[src/rtl/ffirst_pkg.sv]
package ffirst_pkg;

  localparam int unsigned CondW = 4;
  localparam logic [1:0] EqSel = 2'd2;

  typedef struct packed {
    logic       inv;
    logic [1:0] sel;
    logic       incl;
    logic       cmp_only;
    logic       rc;
  } ff_mode_t;

  // bit layout {lt,gt,eq,so}: select 0 -> bit 3 ... select 3 -> bit 0
  function automatic logic pick_cond(input logic [CondW-1:0] c, input logic [1:0] s);
    return c[2'd3 - s];
  endfunction

endpackage

[src/rtl/ffirst_test.sv]
module ffirst_test
  import ffirst_pkg::*;
(
  input  ff_mode_t         mode_i,
  input  logic             active_i,
  input  logic [CondW-1:0] cond_i,
  output logic             fail_o,
  output logic             incl_o,
  output logic             reg_we_o,
  output logic             cr_we_o
);

  logic [1:0] eff_sel;
  logic       tested;
  logic       cmp_eff;

  always_comb begin
    eff_sel  = mode_i.rc ? mode_i.sel : EqSel;
    tested   = pick_cond(cond_i, eff_sel);
    incl_o   = ~mode_i.rc & mode_i.incl;
    cmp_eff  = ~mode_i.rc & mode_i.cmp_only;
    fail_o   = active_i & (tested == mode_i.inv);
    reg_we_o = active_i & ~cmp_eff & (~fail_o | incl_o);
    cr_we_o  = active_i & (mode_i.rc | cmp_eff);
  end

endmodule

[src/rtl/ffirst_seq.sv]
module ffirst_seq #(
  parameter int unsigned MAX_VL = 8,
  localparam int unsigned IW  = (MAX_VL > 1) ? $clog2(MAX_VL) : 1,
  localparam int unsigned VLW = $clog2(MAX_VL + 1)
) (
  input  logic              clk_i,
  input  logic              rst_ni,
  input  logic              start_i,
  input  logic [VLW-1:0]    vl_i,
  input  logic [MAX_VL-1:0] pred_i,
  input  logic              fail_i,
  input  logic              incl_i,
  output logic              accept_o,
  output logic              busy_o,
  output logic              active_o,
  output logic [IW-1:0]     idx_o,
  output logic              done_o,
  output logic [VLW-1:0]    vl_o
);

  logic              busy_q, busy_d;
  logic              done_q, done_d;
  logic [IW-1:0]     idx_q, idx_d;
  logic [VLW-1:0]    len_q, len_d;
  logic [VLW-1:0]    vlo_q, vlo_d;
  logic [MAX_VL-1:0] pred_q, pred_d;
  logic              step_en;
  logic              last;
  logic [VLW-1:0]    idx_ext;

  assign accept_o = start_i & ~busy_q;
  assign idx_ext  = VLW'(idx_q);
  assign last     = (idx_ext + VLW'(1)) == len_q;
  assign active_o = busy_q & pred_q[idx_q];
  assign step_en  = accept_o | busy_q | done_q;

  always_comb begin
    busy_d = busy_q;
    done_d = 1'b0;
    idx_d  = idx_q;
    len_d  = len_q;
    vlo_d  = vlo_q;
    pred_d = pred_q;
    if (accept_o) begin
      len_d  = vl_i;
      pred_d = pred_i;
      idx_d  = '0;
      if (vl_i == '0) begin
        busy_d = 1'b0;
        done_d = 1'b1;
        vlo_d  = '0;
      end else begin
        busy_d = 1'b1;
      end
    end else if (busy_q) begin
      if (fail_i) begin
        busy_d = 1'b0;
        done_d = 1'b1;
        vlo_d  = idx_ext + VLW'(incl_i);
      end else if (last) begin
        busy_d = 1'b0;
        done_d = 1'b1;
        vlo_d  = len_q;
      end else begin
        idx_d = idx_q + IW'(1);
      end
    end
  end

  always_ff @(posedge clk_i or negedge rst_ni) begin
    if (!rst_ni) begin
      busy_q <= 1'b0;
      done_q <= 1'b0;
      idx_q  <= '0;
      len_q  <= '0;
      vlo_q  <= '0;
      pred_q <= '0;
    end else if (step_en) begin
      busy_q <= busy_d;
      done_q <= done_d;
      idx_q  <= idx_d;
      len_q  <= len_d;
      vlo_q  <= vlo_d;
      pred_q <= pred_d;
    end
  end

  assign busy_o = busy_q;
  assign done_o = done_q;
  assign idx_o  = idx_q;
  assign vl_o   = vlo_q;


  elem_step_chk: assert property (@(posedge clk_i) disable iff (!rst_ni)
    busy_q && $past(busy_q) |-> idx_q == $past(idx_q) + IW'(1));


  fail_stop_chk: assert property (@(posedge clk_i) disable iff (!rst_ni)
    busy_q && fail_i |=> !busy_q && done_q);


  len_bound_chk: assert property (@(posedge clk_i) disable iff (!rst_ni)
    done_q |-> vlo_q <= len_q);


  start_ignored_chk: assert property (@(posedge clk_i) disable iff (!rst_ni)
    busy_q && start_i && !fail_i && !last |=> busy_q && len_q == $past(len_q));

endmodule

[src/rtl/ffirst_loop_ctrl.sv]
module ffirst_loop_ctrl
  import ffirst_pkg::*;
#(
  parameter int unsigned MAX_VL = 8,
  localparam int unsigned IW  = (MAX_VL > 1) ? $clog2(MAX_VL) : 1,
  localparam int unsigned VLW = $clog2(MAX_VL + 1)
) (
  input  logic              clk_i,
  input  logic              rst_ni,
  input  logic              start_i,
  input  logic [VLW-1:0]    vl_i,
  input  logic [MAX_VL-1:0] pred_i,
  input  logic              inv_i,
  input  logic [1:0]        sel_i,
  input  logic              incl_i,
  input  logic              cmp_only_i,
  input  logic              rc_i,
  input  logic [3:0]        cond_i,
  output logic              busy_o,
  output logic [IW-1:0]     elem_o,
  output logic              reg_we_o,
  output logic              cr_we_o,
  output logic              done_o,
  output logic [VLW-1:0]    vl_o
);

  ff_mode_t mode_q, mode_d;
  logic     accept;
  logic     active;
  logic     fail;
  logic     incl_eff;

  always_comb begin
    mode_d = mode_q;
    if (accept) begin
      mode_d = '{inv: inv_i, sel: sel_i, incl: incl_i,
                 cmp_only: cmp_only_i, rc: rc_i};
    end
  end

  always_ff @(posedge clk_i or negedge rst_ni) begin
    if (!rst_ni) begin
      mode_q <= '0;
    end else if (accept) begin
      mode_q <= mode_d;
    end
  end

  ffirst_test u_test (
    .mode_i   (mode_q),
    .active_i (active),
    .cond_i   (cond_i),
    .fail_o   (fail),
    .incl_o   (incl_eff),
    .reg_we_o (reg_we_o),
    .cr_we_o  (cr_we_o)
  );

  ffirst_seq #(.MAX_VL(MAX_VL)) u_seq (
    .clk_i    (clk_i),
    .rst_ni   (rst_ni),
    .start_i  (start_i),
    .vl_i     (vl_i),
    .pred_i   (pred_i),
    .fail_i   (fail),
    .incl_i   (incl_eff),
    .accept_o (accept),
    .busy_o   (busy_o),
    .active_o (active),
    .idx_o    (elem_o),
    .done_o   (done_o),
    .vl_o     (vl_o)
  );


  masked_quiet_chk: assert property (@(posedge clk_i) disable iff (!rst_ni)
    !active |-> !reg_we_o && !cr_we_o && !fail);


  cmp_only_chk: assert property (@(posedge clk_i) disable iff (!rst_ni)
    active && mode_q.cmp_only && !mode_q.rc |-> !reg_we_o && cr_we_o);


  fail_write_chk: assert property (@(posedge clk_i) disable iff (!rst_ni)
    fail && !(mode_q.cmp_only && !mode_q.rc) |-> reg_we_o == (mode_q.incl && !mode_q.rc));

endmodule

[config.mk]
export PLATFORM = sky130hd
export DESIGN_NAME = ffirst_loop_ctrl
export DESIGN_NICKNAME = d
export VERILOG_FILES = /design/src/rtl/ffirst_pkg.sv /design/src/rtl/ffirst_test.sv /design/src/rtl/ffirst_seq.sv /design/src/rtl/ffirst_loop_ctrl.sv
export SDC_FILE = /design/constraint.sdc
export NUM_CORES = 1
export LEC_CHECK = 0
export BUFFER_PORTS_ARGS = -buffer_cell sky130_fd_sc_hd__buf_2
export CORE_MARGIN = 3
export CORE_UTILIZATION = 52
export DETAILED_ROUTE_END_ITERATION = 7
export PLACE_DENSITY = 0.85
export RECOVER_POWER = 25
export SYNTH_ARGS = -nofsm -noshare
export SYNTH_HDL_FRONTEND = slang
export SYNTH_SLANG_ARGS = --single-unit
export TNS_END_PERCENT = 100
[constraint.sdc]
create_clock -name clk_i -period 2.63 [get_ports clk_i]
set_input_delay 0.1315 -clock clk_i [delete_from_list [all_inputs] [get_ports clk_i]]
set_output_delay 0.1315 -clock clk_i [all_outputs]
set_load 0.01 [all_outputs]
**Word level (Yosys, flattened, before mapping)**

Cells that the tools add are included.

- Register bits: 27
- Logic and storage cells: 68

- Add/subtract/negate cells: 4
- $lt $le $gt $ge: 2
- Equality and inequality tests: 5
- Mux-type cells: 24
- Bitwise operators: 16
- Reduce and logical (&&, ||, !) cells: 6

Operators by type and width:

| kind | count |
|---|---|
| $mux W4 | 5 |
| $mux W1 | 12 |
| $mux W3 | 4 |
| $and A1 B1 Y1 | 8 |
| $reduce_and A4 Y1 | 2 |
| $add A3 B1 Y4 | 1 |
| $add A3 B1 Y4 const B | 1 |
| $eq A4 B4 Y1 | 1 |
| $logic_not A4 Y1 | 1 |
| $lt A3 B4 Y1 const B | 1 |
| $ne A2 B1 Y1 const B | 2 |
| $not A1 Y1 | 4 |
| $or A1 B1 Y1 | 4 |
| $add A3 B1 Y3 const B | 1 |
| $bmux W1 S3 | 1 |
| $lt A2 B3 Y1 const B | 1 |
| $reduce_bool A3 Y1 | 1 |
| $bmux W1 S2 | 1 |
| $mux W2 | 1 |
| $ne A2 B2 Y1 const B | 1 |
| $reduce_and A2 Y1 | 1 |
| $reduce_bool A2 Y1 | 1 |
| $sub A2 B2 Y2 const A | 1 |
| $eq A1 B1 Y1 | 1 |

**Logic depth before layout (Yosys ltp)**

- Word-level depth: 9
- Depth in mapped cells: 7

**Cells and area by module**

A second synthesis with hierarchy kept.

- Cells, all modules: 125
- Area, all modules: 1,515.2 um^2

Modules (own cells, without submodules):

| module | instances | cells each | area each (um^2) |
|---|---|---|---|
| ffirst_seq | 1 | 90 | 1,124.8 |
| ffirst_loop_ctrl | 1 | 13 | 251.5 |
| ffirst_test | 1 | 22 | 138.9 |

**Worst setup path before layout**

No wires, ideal clock.

- Path kind: register to register
- Start: reg u_seq.idx_q[0], in the netlist u_seq.idx_o[0]
- End: reg u_seq.vlo_q[3], in the netlist u_seq.vl_o[3]
- Setup time: 0.126 ns
- Arrival: 1.954 ns
- Required time: 2.504 ns
- Path slack: 0.550 ns
- Stages on the path, launching flop included: 7
- Path buffers: 0
- Clock period less this slack: 2.080 ns
- Path through: dfrtp_1 -> ha_1 -> xor2_1 -> or3_1 -> a31oi_2 -> o21ai_2 -> a311o_1

- Longest elaborated chain between the ends: 7
- Elaborated cells between the ends (all ways): 12

RTL lines:

| what | line | text |
|---|---|---|
| start, declared | ffirst_seq.sv:23 | `logic [IW-1:0] idx_q, idx_d;` |
| start signal, assigned | ffirst_seq.sv:81 | `idx_q <= idx_d;` |
| $bmux W1 S3 | ffirst_seq.sv:34 | `assign active_o = busy_q & pred_q[idx_q];` |
| $mux W1 (not written as such) | ffirst_seq.sv:34 |  |
| $and A1 B1 Y1 | ffirst_seq.sv:34 |  |
| $and A1 B1 Y1 | ffirst_test.sv:22 | `fail_o = active_i & (tested == mode_i.inv);` |
| $mux W4 | ffirst_seq.sv:56 | `if (fail_i) begin` |
| $mux W4 | ffirst_seq.sv:55 | `end else if (busy_q) begin` |
| $mux W4 | ffirst_seq.sv:44 | `if (accept_o) begin` |
| end signal, assigned | ffirst_seq.sv:83 | `vlo_q <= vlo_d;` |
| end, declared | ffirst_seq.sv:25 | `logic [VLW-1:0] vlo_q, vlo_d;` |

Parallel ways exist; a longest one is shown, timed or not. The select of a mux whose other input is x is not followed.
A chain may end at the register's enable or synchronous reset.

**Worst setup path after layout**

- Start: reg u_seq.idx_q[1], in the netlist u_seq.idx_o[1]
- End: reg u_seq.vlo_q[1], in the netlist u_seq.vl_o[1]

The elaborated chain is that of the path after synthesis.

==> results.md <==
- Status: complete, no violations
- Layout cells sized above 1: between 20% and 30%
- Clock sinks: 27
- Placed Cells: ~220
- Non-filler cells, final: approximately 230
- DRT Pass-1 Iters: 4
- Layout Utilization: roughly 70%
- Mean Syn Cell Area: around 9.3 um^2
- Worst Max-Slew Pin Slew: between 1 and 1.5 ns
- Initial antenna violation count: 0
- Post-synthesis net count: approximately 180
- Critical path startpoint category: register
- R2R cell count: 6
- Final hold viol count: 0
- Setup Viol. Count Final: 0
- Final wirelength: ~3.4 mm
- Post-Syn Instances: about 150
- Slew HR: about 5.4%
- Port Buffer Count: 35
- Final Instance Area: ~0.0018 mm^2
- Routed vias/inst: between 5 and 6
- Leading register cell type out of synthesis: dfrtp_1
- Die area: roughly 0.0034 mm^2
- Ant diodes: 0
- Worst hold path stage count: 3
- Max-slew violation count: 0
- Synth warnings: 0
- Via count: around 1,300
- Synthesized area: 0.00144 mm^2
- Remaining Overflow, GRT: 0
- First-pass GRT wire length: roughly 5.7 mm
- Crit Path Class: register to register
- Clock tree from TritonCTS: yes
- Terminus of the critical flop-to-flop path: u_seq.vl_o[1]$_DFFE_PN0P_
- CTS root buffer: clkbuf_4
- Core ar.: between 0.002 and 0.003 mm^2
- Placed Area: about 0.0016 mm^2
- Setup_tns: 0 ns
- Site Rows: 18
- Pre-CTS setup slack: between 0.4 and 0.5 ns
- Avg WL per Cell: 14.4 um
- Synth unique cells: 39
- Final worst slack: 0.393 ns
- Post-DP HPWL: roughly 2.2 mm
- Critical path capture point type: register
- Flop-to-flop setup slack: roughly 0.39 ns
- All-Layer GR Usage: 21.6%
- Die extent in y: a little under 60 um
- Final min period: 2.24 ns
- Gpl congestion: between 0.8 and 0.9
- Worst Hold Class: primary input to register
- Min-delay src: vl_i[1]
- PD cells: roughly 1100 mW/mm^2
- # IOs: 36
- Clk_lat worst skew: around 0.33 ns
- Ys async rst share: 100%
- Crit path DAT: approximately 2.5 ns
- Die W: slightly below 60 um
- Max Cap Viol: 0
- Starting Density: 56.4%
- Layout Nets: between 200 and 250
- Peak VDD IR: slightly below 0.8 mV
- Clock buffer depth: 2
- Number of synthesized flops with an enable pin: 0
- Critical Path RT: between 2 and 3 ns
- Storage element area: 676 um^2
- DRC Markers: 0
- Largest net degree at the start of global routing: 28
- Synth-to-Final Area Change: 26.1%
- Vias in the first global route: around 1,300
- Hold Slack: around 0.0070 ns
- Pwr Total: roughly 2 mW
- Synth Register Bits: 27
- Clk slew on worst S/H paths: about 0.15 ns
- RSZ-0062 raised after global routing: no
- Antenna Nets Post-Route: 0
- Register area share after synthesis: a little under half
- TritonCTS Buffers: 3
- Hold endpoint: u_seq.len_q[1]$_DFFE_PN0P_
- P_leak: approximately 0.95 nW
- Post-CTS setup buffers: 0
- H-tree levels: 1
- Worst r2r src: u_seq.idx_o[1]$_DFFE_PN0P_
- Clock skew: around 0.014 ns
- Multi-input logic area: 733 um^2
- Iter 0 DRT Violations: 40
- Fillers: ~180
- CP max FO: 9
- Fmax achieved: about 0.45 GHz
- Final Cycle Share: a little under nine tenths
## layer usage
layer	up-vias	global-route usage, %	share of wire, %	routed length (um)
li1	620	-	-	-
met1	626	26.5	41	1390
met2	32	39.2	53	1800
met3	7	4.17	4.0	134
met4	0	3.97	1.3	44
met5	-	0	0	0
## cell type report
class                      count  area share [%]
sequential                    27            37.3
clock inverter                 1           0.277
multi-input combinational    121            40.5
inverter                       1           0.207
tap                           30            2.07
clock buffer                   3            1.24
timing repair buffer          51            18.3
## worst max-delay path by stage
stage	from	to	cells after the start
after floorplan	u_seq.idx_o[0]$_DFFE_PN0P_	u_seq.vl_o[3]$_DFFE_PN0P_	6
after global placement	u_seq.idx_o[1]$_DFFE_PN0P_	u_seq.vl_o[1]$_DFFE_PN0P_	6
after detailed placement	u_seq.idx_o[1]$_DFFE_PN0P_	u_seq.vl_o[1]$_DFFE_PN0P_	6
after CTS	u_seq.idx_o[0]$_DFFE_PN0P_	u_seq.vl_o[3]$_DFFE_PN0P_	6
after global routing	u_seq.idx_o[0]$_DFFE_PN0P_	u_seq.vl_o[3]$_DFFE_PN0P_	6
final	u_seq.idx_o[1]$_DFFE_PN0P_	u_seq.vl_o[1]$_DFFE_PN0P_	6
## sequential cells by signal (all words and copies together) (netlist names)
name,count
mode_q,6
u_seq.busy_o,1
u_seq.done_o,1
u_seq.idx_o,3
u_seq.len_q,4
u_seq.pred_q,8
u_seq.vl_o,4
## critical path, cell delays in order, from the launching register on
cell	delay [ns]
dfrtp_1	0.57
mux4_1	0.61
nand2b_1	0.19
o211ai_4	0.13
a21o_4	0.17
mux2_4	0.30
a31o_1	0.19
## Yosys cell counts (2+ instances only)
library cell | instances | area, um^2
clkbuf_1 | 2 | 7.51
nand3_1 | 4 | 20.0
xor2_1 | 3 | 26.3
nor2b_1 | 4 | 25.0
ha_1 | 3 | 37.5
nand2_1 | 62 | 233
nor2_1 | 4 | 15.0
mux2i_1 | 5 | 50.1
mux2_4 | 2 | 30.0
nand2b_1 | 5 | 31.3
a31o_1 | 3 | 26.3
buf_1 | 2 | 7.51
and3_1 | 3 | 18.8
dfrtp_1 | 27 | 676
## repair_timing
item	CTS	global route
endpoints found under the hold margin	41	0
gates resized for setup	0	0
hold buffers	15	0
## layout by cell type (no fill, tap or decap), types with 2 or more instances in the layout
| master | instances |
|---|---|
| nand3_1 | 4 |
| nor2_1 | 4 |
| buf_2 | 34 |
| ha_1 | 3 |
| mux2_4 | 2 |
| a31o_1 | 3 |
| xor2_1 | 3 |
| dlygate4sd3_1 | 15 |
| nand2b_1 | 5 |
| mux2i_1 | 5 |
| nor2b_1 | 4 |
| clkbuf_4 | 3 |
| dfrtp_1 | 27 |
| nand2_1 | 62 |
| and3_1 | 3 |
## kinds of logic (layout without fill, tap and decap cells)
logic type | after synthesis | in the layout | share of synthesized area [%]
AND/OR/NAND/NOR | 89 | 89 | 27.6
flip-flops | 27 | 27 | 47.1
AO/OA/AOI/OAI | 16 | 16 | 10.3
multiplexers | 9 | 9 | 8.20
buffers and inverters | 6 | 56 | 1.83
XOR/XNOR | 4 | 4 | 2.44
adder cells (fa/ha/maj) | 3 | 3 | 2.62
## power breakdown
| group | switching (mW) | internal, mW |
|---|---|---|
| clock network | 0.125 | 0.0571 |
| logic | 0.522 | 0.484 |
| registers | 0.208 | 0.609 |
(Power assumes the default switching activity.)
